`config.mk`:
```
export PLATFORM = sky130hd
export DESIGN_NAME = pid_guard
export DESIGN_NICKNAME = d
export VERILOG_FILES = /design/src/rtl/pid_guard_pkg.sv /design/src/rtl/pid_slot_cmp.sv /design/src/rtl/pid_first_hit.sv /design/src/rtl/pid_guard.sv
export SDC_FILE = /design/constraint.sdc
export NUM_CORES = 1
export LEC_CHECK = 0
export CORE_AREA = 2 2 113 115
export CTS_BUF_LIST = sky130_fd_sc_hd__clkbuf_4 sky130_fd_sc_hd__clkbuf_8 sky130_fd_sc_hd__clkbuf_16
export DETAILED_ROUTE_END_ITERATION = 6
export DIE_AREA = 0 0 115 117
export PLACE_DENSITY = 0.69
export SLEW_MARGIN = 25
export SYNTH_ARGS = -nofsm -noshare
export SYNTH_HDL_FRONTEND = slang
export SYNTH_SLANG_ARGS = --single-unit
```
`constraint.sdc`:
```
create_clock -name clk -period 1.2 [get_ports clk]
set_clock_uncertainty 0.2 [all_clocks]
set_input_delay 0.3 -clock clk [delete_from_list [all_inputs] [get_ports clk]]
set_output_delay 0.3 -clock clk [all_outputs]
set_load 0.1 [all_outputs]
```
`src/rtl/pid_guard_pkg.sv`:
```
package pid_guard_pkg;
    localparam int RIGHTS_W = 3;
    localparam int RB_READ  = 0;
    localparam int RB_WRITE = 1;
    localparam int RB_EXEC  = 2;

    typedef enum logic [1:0] {
        FLT_NONE        = 2'b00,
        FLT_INSN        = 2'b01,
        FLT_DATA_PID    = 2'b10,
        FLT_DATA_RIGHTS = 2'b11
    } fault_e;

    typedef enum logic {
        ST_IDLE   = 1'b0,
        ST_RESULT = 1'b1
    } guard_state_e;
endpackage

```
`src/rtl/pid_slot_cmp.sv`:
```
module pid_slot_cmp
    import pid_guard_pkg::*;
#(
    parameter int ID_W = 16
) (
    input  logic [ID_W-1:0]     access_id,
    input  logic [ID_W:0]       slot_word,
    output logic                hit,
    output logic [RIGHTS_W-1:0] grant
);
    assign hit   = (slot_word[ID_W:1] == access_id);
    assign grant = slot_word[0] ? 3'b101 : 3'b111;
endmodule

```
`src/rtl/pid_first_hit.sv`:
```
module pid_first_hit
    import pid_guard_pkg::*;
#(
    parameter int N = 8
) (
    input  logic [N-1:0]          hits,
    input  logic [N*RIGHTS_W-1:0] grants,
    output logic                  any_hit,
    output logic [RIGHTS_W-1:0]   grant_sel
);
    always_comb begin
        any_hit   = 1'b0;
        grant_sel = '0;
        for (int i = N - 1; i >= 0; i--) begin
            if (hits[i]) begin
                any_hit   = 1'b1;
                grant_sel = grants[i*RIGHTS_W +: RIGHTS_W];
            end
        end
    end
endmodule

```
`src/rtl/pid_guard.sv`:
```
module pid_guard
    import pid_guard_pkg::*;
#(
    parameter int ID_W     = 16,
    parameter int SLOT_W   = 32,
    parameter int NUM_REGS = 4
) (
    input  logic                         clk,
    input  logic                         rst_n,
    input  logic                         req_valid,
    input  logic [2:0]                   req_type,
    input  logic [2:0]                   page_rights,
    input  logic [ID_W-1:0]              access_id,
    input  logic                         priv_chk_en,
    input  logic                         wide_mode,
    input  logic [NUM_REGS*2*SLOT_W-1:0] pid_bank,
    output logic                         out_valid,
    output logic [2:0]                   out_rights,
    output logic                         fault_valid,
    output logic [1:0]                   fault_code
);
    localparam int REG_W     = 2 * SLOT_W;
    localparam int NUM_SLOTS = 2 * NUM_REGS;

    logic [NUM_SLOTS-1:0]          raw_hit;
    logic [NUM_SLOTS*RIGHTS_W-1:0] raw_grant;
    logic [NUM_SLOTS-1:0]          ord_hit;
    logic [NUM_SLOTS*RIGHTS_W-1:0] ord_grant;

    // Slot comparators: slot index 2*r+h, h=0 low half, h=1 high half
    for (genvar r = 0; r < NUM_REGS; r++) begin : g_reg
        for (genvar h = 0; h < 2; h++) begin : g_half
            logic [SLOT_W-1:0] word;
            logic              unused_hi;
            assign word      = pid_bank[r*REG_W + h*SLOT_W +: SLOT_W];
            assign unused_hi = ^word[SLOT_W-1:ID_W+1];
            pid_slot_cmp #(.ID_W(ID_W)) i_cmp (
                .access_id (access_id),
                .slot_word (word[ID_W:0]),
                .hit       (raw_hit[2*r+h]),
                .grant     (raw_grant[(2*r+h)*RIGHTS_W +: RIGHTS_W])
            );
        end
    end

    // Search order: wide keeps 2r+h; narrow packs low halves into 0..NUM_REGS-1
    always_comb begin
        ord_hit   = '0;
        ord_grant = '0;
        if (wide_mode) begin
            ord_hit   = raw_hit;
            ord_grant = raw_grant;
        end else begin
            for (int r = 0; r < NUM_REGS; r++) begin
                ord_hit[r] = raw_hit[2*r];
                ord_grant[r*RIGHTS_W +: RIGHTS_W] = raw_grant[2*r*RIGHTS_W +: RIGHTS_W];
            end
        end
    end

    logic                any_hit;
    logic [RIGHTS_W-1:0] sel_grant;

    pid_first_hit #(.N(NUM_SLOTS)) i_first (
        .hits      (ord_hit),
        .grants    (ord_grant),
        .any_hit   (any_hit),
        .grant_sel (sel_grant)
    );

    // Decision logic
    logic          is_exec;
    logic          skip_pid;
    logic [2:0]    nxt_rights;
    fault_e        nxt_fault;

    assign is_exec  = req_type[RB_EXEC];
    assign skip_pid = (access_id == '0) || !priv_chk_en;

    always_comb begin
        nxt_rights = page_rights;
        nxt_fault  = FLT_NONE;
        if (req_type != 3'b000) begin
            if (!skip_pid) begin
                nxt_rights = any_hit ? (page_rights & sel_grant) : 3'b000;
                if (!any_hit || ((req_type & sel_grant) == 3'b000)) begin
                    nxt_fault = is_exec ? FLT_INSN : FLT_DATA_PID;
                end else if ((req_type & nxt_rights) == 3'b000) begin
                    nxt_fault = is_exec ? FLT_INSN : FLT_DATA_RIGHTS;
                end
            end else if ((req_type & page_rights) == 3'b000) begin
                nxt_fault = is_exec ? FLT_INSN : FLT_DATA_RIGHTS;
            end
        end
    end

    // State register
    guard_state_e state, state_nxt;

    always_comb begin
        unique case (state)
            ST_IDLE:   state_nxt = req_valid ? ST_RESULT : ST_IDLE;
            ST_RESULT: state_nxt = req_valid ? ST_RESULT : ST_IDLE;
            default:   state_nxt = ST_IDLE;
        endcase
    end

    always_ff @(posedge clk or negedge rst_n) begin
        if (!rst_n) state <= ST_IDLE;
        else        state <= state_nxt;
    end

    // Output registers
    always_ff @(posedge clk or negedge rst_n) begin
        if (!rst_n) begin
            out_rights  <= '0;
            fault_code  <= FLT_NONE;
            fault_valid <= 1'b0;
        end else if (req_valid) begin
            out_rights  <= nxt_rights;
            fault_code  <= nxt_fault;
            fault_valid <= (nxt_fault != FLT_NONE);
        end
    end

    assign out_valid = (state == ST_RESULT);


    req_onehot_chk: assert property (@(posedge clk) disable iff (!rst_n)
        req_valid |-> $onehot0(req_type));


    valid_follow_chk: assert property (@(posedge clk) disable iff (!rst_n)
        req_valid |=> out_valid);


    valid_drop_chk: assert property (@(posedge clk) disable iff (!rst_n)
        !req_valid |=> !out_valid && $stable(fault_code) && $stable(out_rights));


    empty_type_chk: assert property (@(posedge clk) disable iff (!rst_n)
        req_valid && req_type == 3'b000 |=>
            fault_code == FLT_NONE && out_rights == $past(page_rights));


    rights_subset_chk: assert property (@(posedge clk) disable iff (!rst_n)
        req_valid |=> (out_rights & ~$past(page_rights)) == 3'b000);


    skip_no_pid_chk: assert property (@(posedge clk) disable iff (!rst_n)
        req_valid && skip_pid |=> fault_code != FLT_DATA_PID);


    flag_code_chk: assert property (@(posedge clk) disable iff (!rst_n)
        out_valid |-> fault_valid == (fault_code != FLT_NONE));
endmodule

```
==> metrics.md <==
| Metric | Value |
|---|---|
| Status | finished with violations |
| Violations in the final reports | negative setup slack |
| DP Worst Slack | -2.10 ns |
| Internal cell power | 0.00177 W |
| Initial antenna violation count | 0 |
| Final net count | 802 |
| Share of total power consumed by net switching | 35.5% |
| Layout cells sized above 1 | 39.6% |
| Vias after detailed routing | 2970 |
| Post-Route WL | 11900 um |
| Share of the core filled with cells in the final layout | 42.4% |
| Relative slew slack | 76.1% |
| Reported max-cap violation count | 0 |
| Via count of the first global-routing pass | 3270 |
| Horiz. Die Dim | 115 um |
| Fraction of synthesis flops using an asynchronous set or reset pin | 100% |
| Final Setup Violations | 13 |
| Critical Path Start Type | input pin |
| Root Buffer Master | sky130_fd_sc_hd__clkbuf_16 |
| Max Transition Viols Final | 0 |
| Global-route usage over all layers | 17.0% |
| Longest Clk Path Bufs | 2 |
| Sequential Power Share | 10.5% |
| Most common cell after layout, fill and taps aside | sky130_fd_sc_hd__buf_4 |
| Clock network latency to the later pin of the worst-skew pair | 0.23 ns |
| Synthesized instance count | 266 |
| Global-route wire length before repair | 17300 um |
| Routed length per placed instance | 17.8 um |
| P_sw | 0.000973 W |
| Clock-pin slew of the registers on the worst-case setup and hold paths | 0.04 ns |
| Hold/Removal Path Class | in2async |
| Chip Height | 117 um |
| Overall die area | 13500 um^2 |
| Count of state elements after synthesis | 7 |
| Crit Path Class | in2reg |
| Unrepaired setup endpoints after global routing | yes |
| Sequential-to-total area share from yosys stat | 7.97% |
| Total of warnings raised by yosys | 0 |
| Count of cell types in the netlist | 46 |
| Maximum number of pins on one net before global-route repair | 8 |
| Clock tree from TritonCTS | built |
| Floorplan row count | 41 |
| Cell with the largest stage delay on the worst path | sky130_fd_sc_hd__nor4_2 |
| Area of all placed cells without fillers | 5220 um^2 |
| Static leakage | 2.24 nW |
| Peak fanout along the critical path | 4 |
| Fin crit period | 2.62 ns |
| Area Overhead vs Synth | 138% |
| Number of endpoints with negative hold slack in the final report | 0 |
| H-tree lvl count | 1 |
| Worst path cell trace | clkdlybuf4s15_2, buf_6, xnor2_1, nand4_1, nor4_2, buf_4, nand2_4, a311oi_2, o21ai_2, a21o_1, mux2i_2, a221o_1 |
| Peak VDD IR | 0.433 mV |
| Worst Setup End Kind | flip-flop |
| EDFF count, synth | 0 |
| Required time of the critical path | 1.11 ns |
| Setup TNS after final layout | -8.43 ns |
| Diodes inserted | 0 |
| Mapped Area | 2200 um^2 |
| Average via count per standard cell | 4.45 |
| Worst Tran Pin Value | 0.354 ns |
| Final period utilization | 218% |
| Net Count, Synth | 549 |
| Number of clock sinks | 7 |
| Share of power burned in the clock network | 21.8% |
| DR iter-0 viols | 111 |
| PnR worst setup slack | -1.42 ns |
| Gr ovfl total | 0 |
| Buffers on Ports | 169 |
| Avg Inst Size Synth | 8.26 um^2 |
| Remaining design rule violation count | 0 |
| HPWL after detailed placement | 9970 um |
| Final weighted congestion in routability-driven placement | 0.882 |
| Count of pins on the block boundary | 290 |
| Biggest cell delay along the critical path | 0.30 ns |
| Initial standard-cell utilization of the core | 17.8% |
| Highest-count cells in the layout ignoring fill and taps | sky130_fd_sc_hd__buf_4, sky130_fd_sc_hd__xnor2_1, sky130_fd_sc_hd__clkdlybuf4s50_1, sky130_fd_sc_hd__dlygate4sd2_1, sky130_fd_sc_hd__xor2_1 |
| Max frequency | 382 MHz |
| First-pass iteration count of the detailed router | 4 |
| Data arrival, critical path | 2.53 ns |
| Main flop type after synthesis | sky130_fd_sc_hd__dfrtp_1 |
| Core region area | 12300 um^2 |
| Number of buffers added by the clock tree synthesis step | 3 |
| Post-DRT Antenna Nets | 0 |
| Combinational share of power | 67.7% |
| Total cell area at the placement stage | 4540 um^2 |
| Total power density per cell area | 526 nW/um^2 |
[power groups by stage]
stage          clock (W)  combinational, W  sequential (W)
6_report        0.000597           0.00186        0.000288
3_5_place_dp           0           0.00171        0.000294
4_1_cts         0.000605           0.00179        0.000289
3_3_place_gp           0           0.00169        0.000293
5_1_grt         0.000620           0.00197        0.000291
2_1_floorplan          0          0.000611        0.000445
[cell families after synthesis]
| group | synth area share [%] |
|---|---|
| compound gates | 9.74 |
| simple gates | 22.3 |
| buf+inv | 8.20 |
| mux | 0.456 |
| flops | 7.97 |
| xor+xnor | 51.4 |
[registers in the layout, summed over array words and instances, names as in the netlist]
name         flops
fault_code       2
fault_valid      1
out_valid        1
out_rights       3
[critical path: cells and delay by family]
kind	cells	cell delay, ns
buf+inv	3	0.53
simple gates	3	0.48
xor+xnor	1	0.18
compound gates	4	0.88
mux	1	0.16
[cell usage after synthesis (2+ instances only)]
cell	number	share of area (%)
sky130_fd_sc_hd__o21ai_1	2	0.46
sky130_fd_sc_hd__buf_2	6	1.4
sky130_fd_sc_hd__nand3_1	3	0.68
sky130_fd_sc_hd__a21oi_1	3	0.68
sky130_fd_sc_hd__a21boi_2	2	1.0
sky130_fd_sc_hd__buf_6	10	5.1
sky130_fd_sc_hd__or4_4	2	1.0
sky130_fd_sc_hd__nand2_1	10	1.7
sky130_fd_sc_hd__inv_1	7	1.2
sky130_fd_sc_hd__xnor2_1	89	35
sky130_fd_sc_hd__a21o_1	2	0.68
sky130_fd_sc_hd__nand4_1	19	5.4
sky130_fd_sc_hd__a22o_1	2	0.80
sky130_fd_sc_hd__a31oi_1	3	0.85
sky130_fd_sc_hd__nor3_1	5	1.1
sky130_fd_sc_hd__nor2b_1	2	0.57
sky130_fd_sc_hd__dfrtp_1	7	8.0
sky130_fd_sc_hd__xor2_1	38	15
sky130_fd_sc_hd__nor2_1	5	0.85
sky130_fd_sc_hd__nor4_2	3	1.7
sky130_fd_sc_hd__nor4_1	18	5.1
sky130_fd_sc_hd__o2bb2ai_1	4	1.6
[cell type report]
type | count | area (um^2)
fill | 1223 | 7090
tap | 150 | 188
multi-input combinational | 234 | 2230
clock buffer | 4 | 82.6
sequential | 7 | 183
inverter | 8 | 30.0
timing repair buffer | 265 | 2510
[metrics by stage]
| stage | power (W) | hold WS, ns | std cells |
|---|---|---|---|
| 5_1_grt | 0.00288 | 0.152 | 668 |
| 6_report | 0.00274 | 0.135 | 668 |
| 4_1_cts | 0.00268 | 0.140 | 657 |
| 2_1_floorplan | 0.00106 | -0.196 | 266 |
| 3_3_place_gp | 0.00199 | 0.312 | 635 |
| 3_5_place_dp | 0.00200 | 0.327 | 635 |
[timing repair]
| action | in CTS | in global routing |
|---|---|---|
| setup buffers | 20 | 12 |
| hold endpoints to repair | 0 | 0 |
| gates resized for setup | 208 | 46 |
| hold buffers | 0 | 0 |
| setup endpoints to repair | 13 | 13 |
| pin swaps | 80 | 27 |
[path summary, 6_finish.rpt]
path / startpoint / endpoint / slack (ns) / depth (start not counted)
max in group asynchronous: rst_n / out_valid$_DFF_PN0_ / 0.40 / 1
hold / removal: rst_n / fault_code[0]$_DFFE_PN0P_ / 0.13 / 1
setup reg to reg: fault_code[0]$_DFFE_PN0P_ / fault_code[0]$_DFFE_PN0P_ / -0.09 / 3
min in group clk: out_rights[0]$_DFFE_PN0P_ / out_rights[0]$_DFFE_PN0P_ / 0.41 / 2
hold reg to reg: out_rights[0]$_DFFE_PN0P_ / out_rights[0]$_DFFE_PN0P_ / 0.41 / 2
setup / recovery: access_id[13] / fault_code[0]$_DFFE_PN0P_ / -1.42 / 12
[layer usage]
layer / global-route usage, % / wire, um
met1: 19.1 / 4440
met3: 2.63 / 852
met4: 4.50 / 252
met5: 0 / 0
met2: 33.3 / 6380
Power figures use the tool's default switching activity.
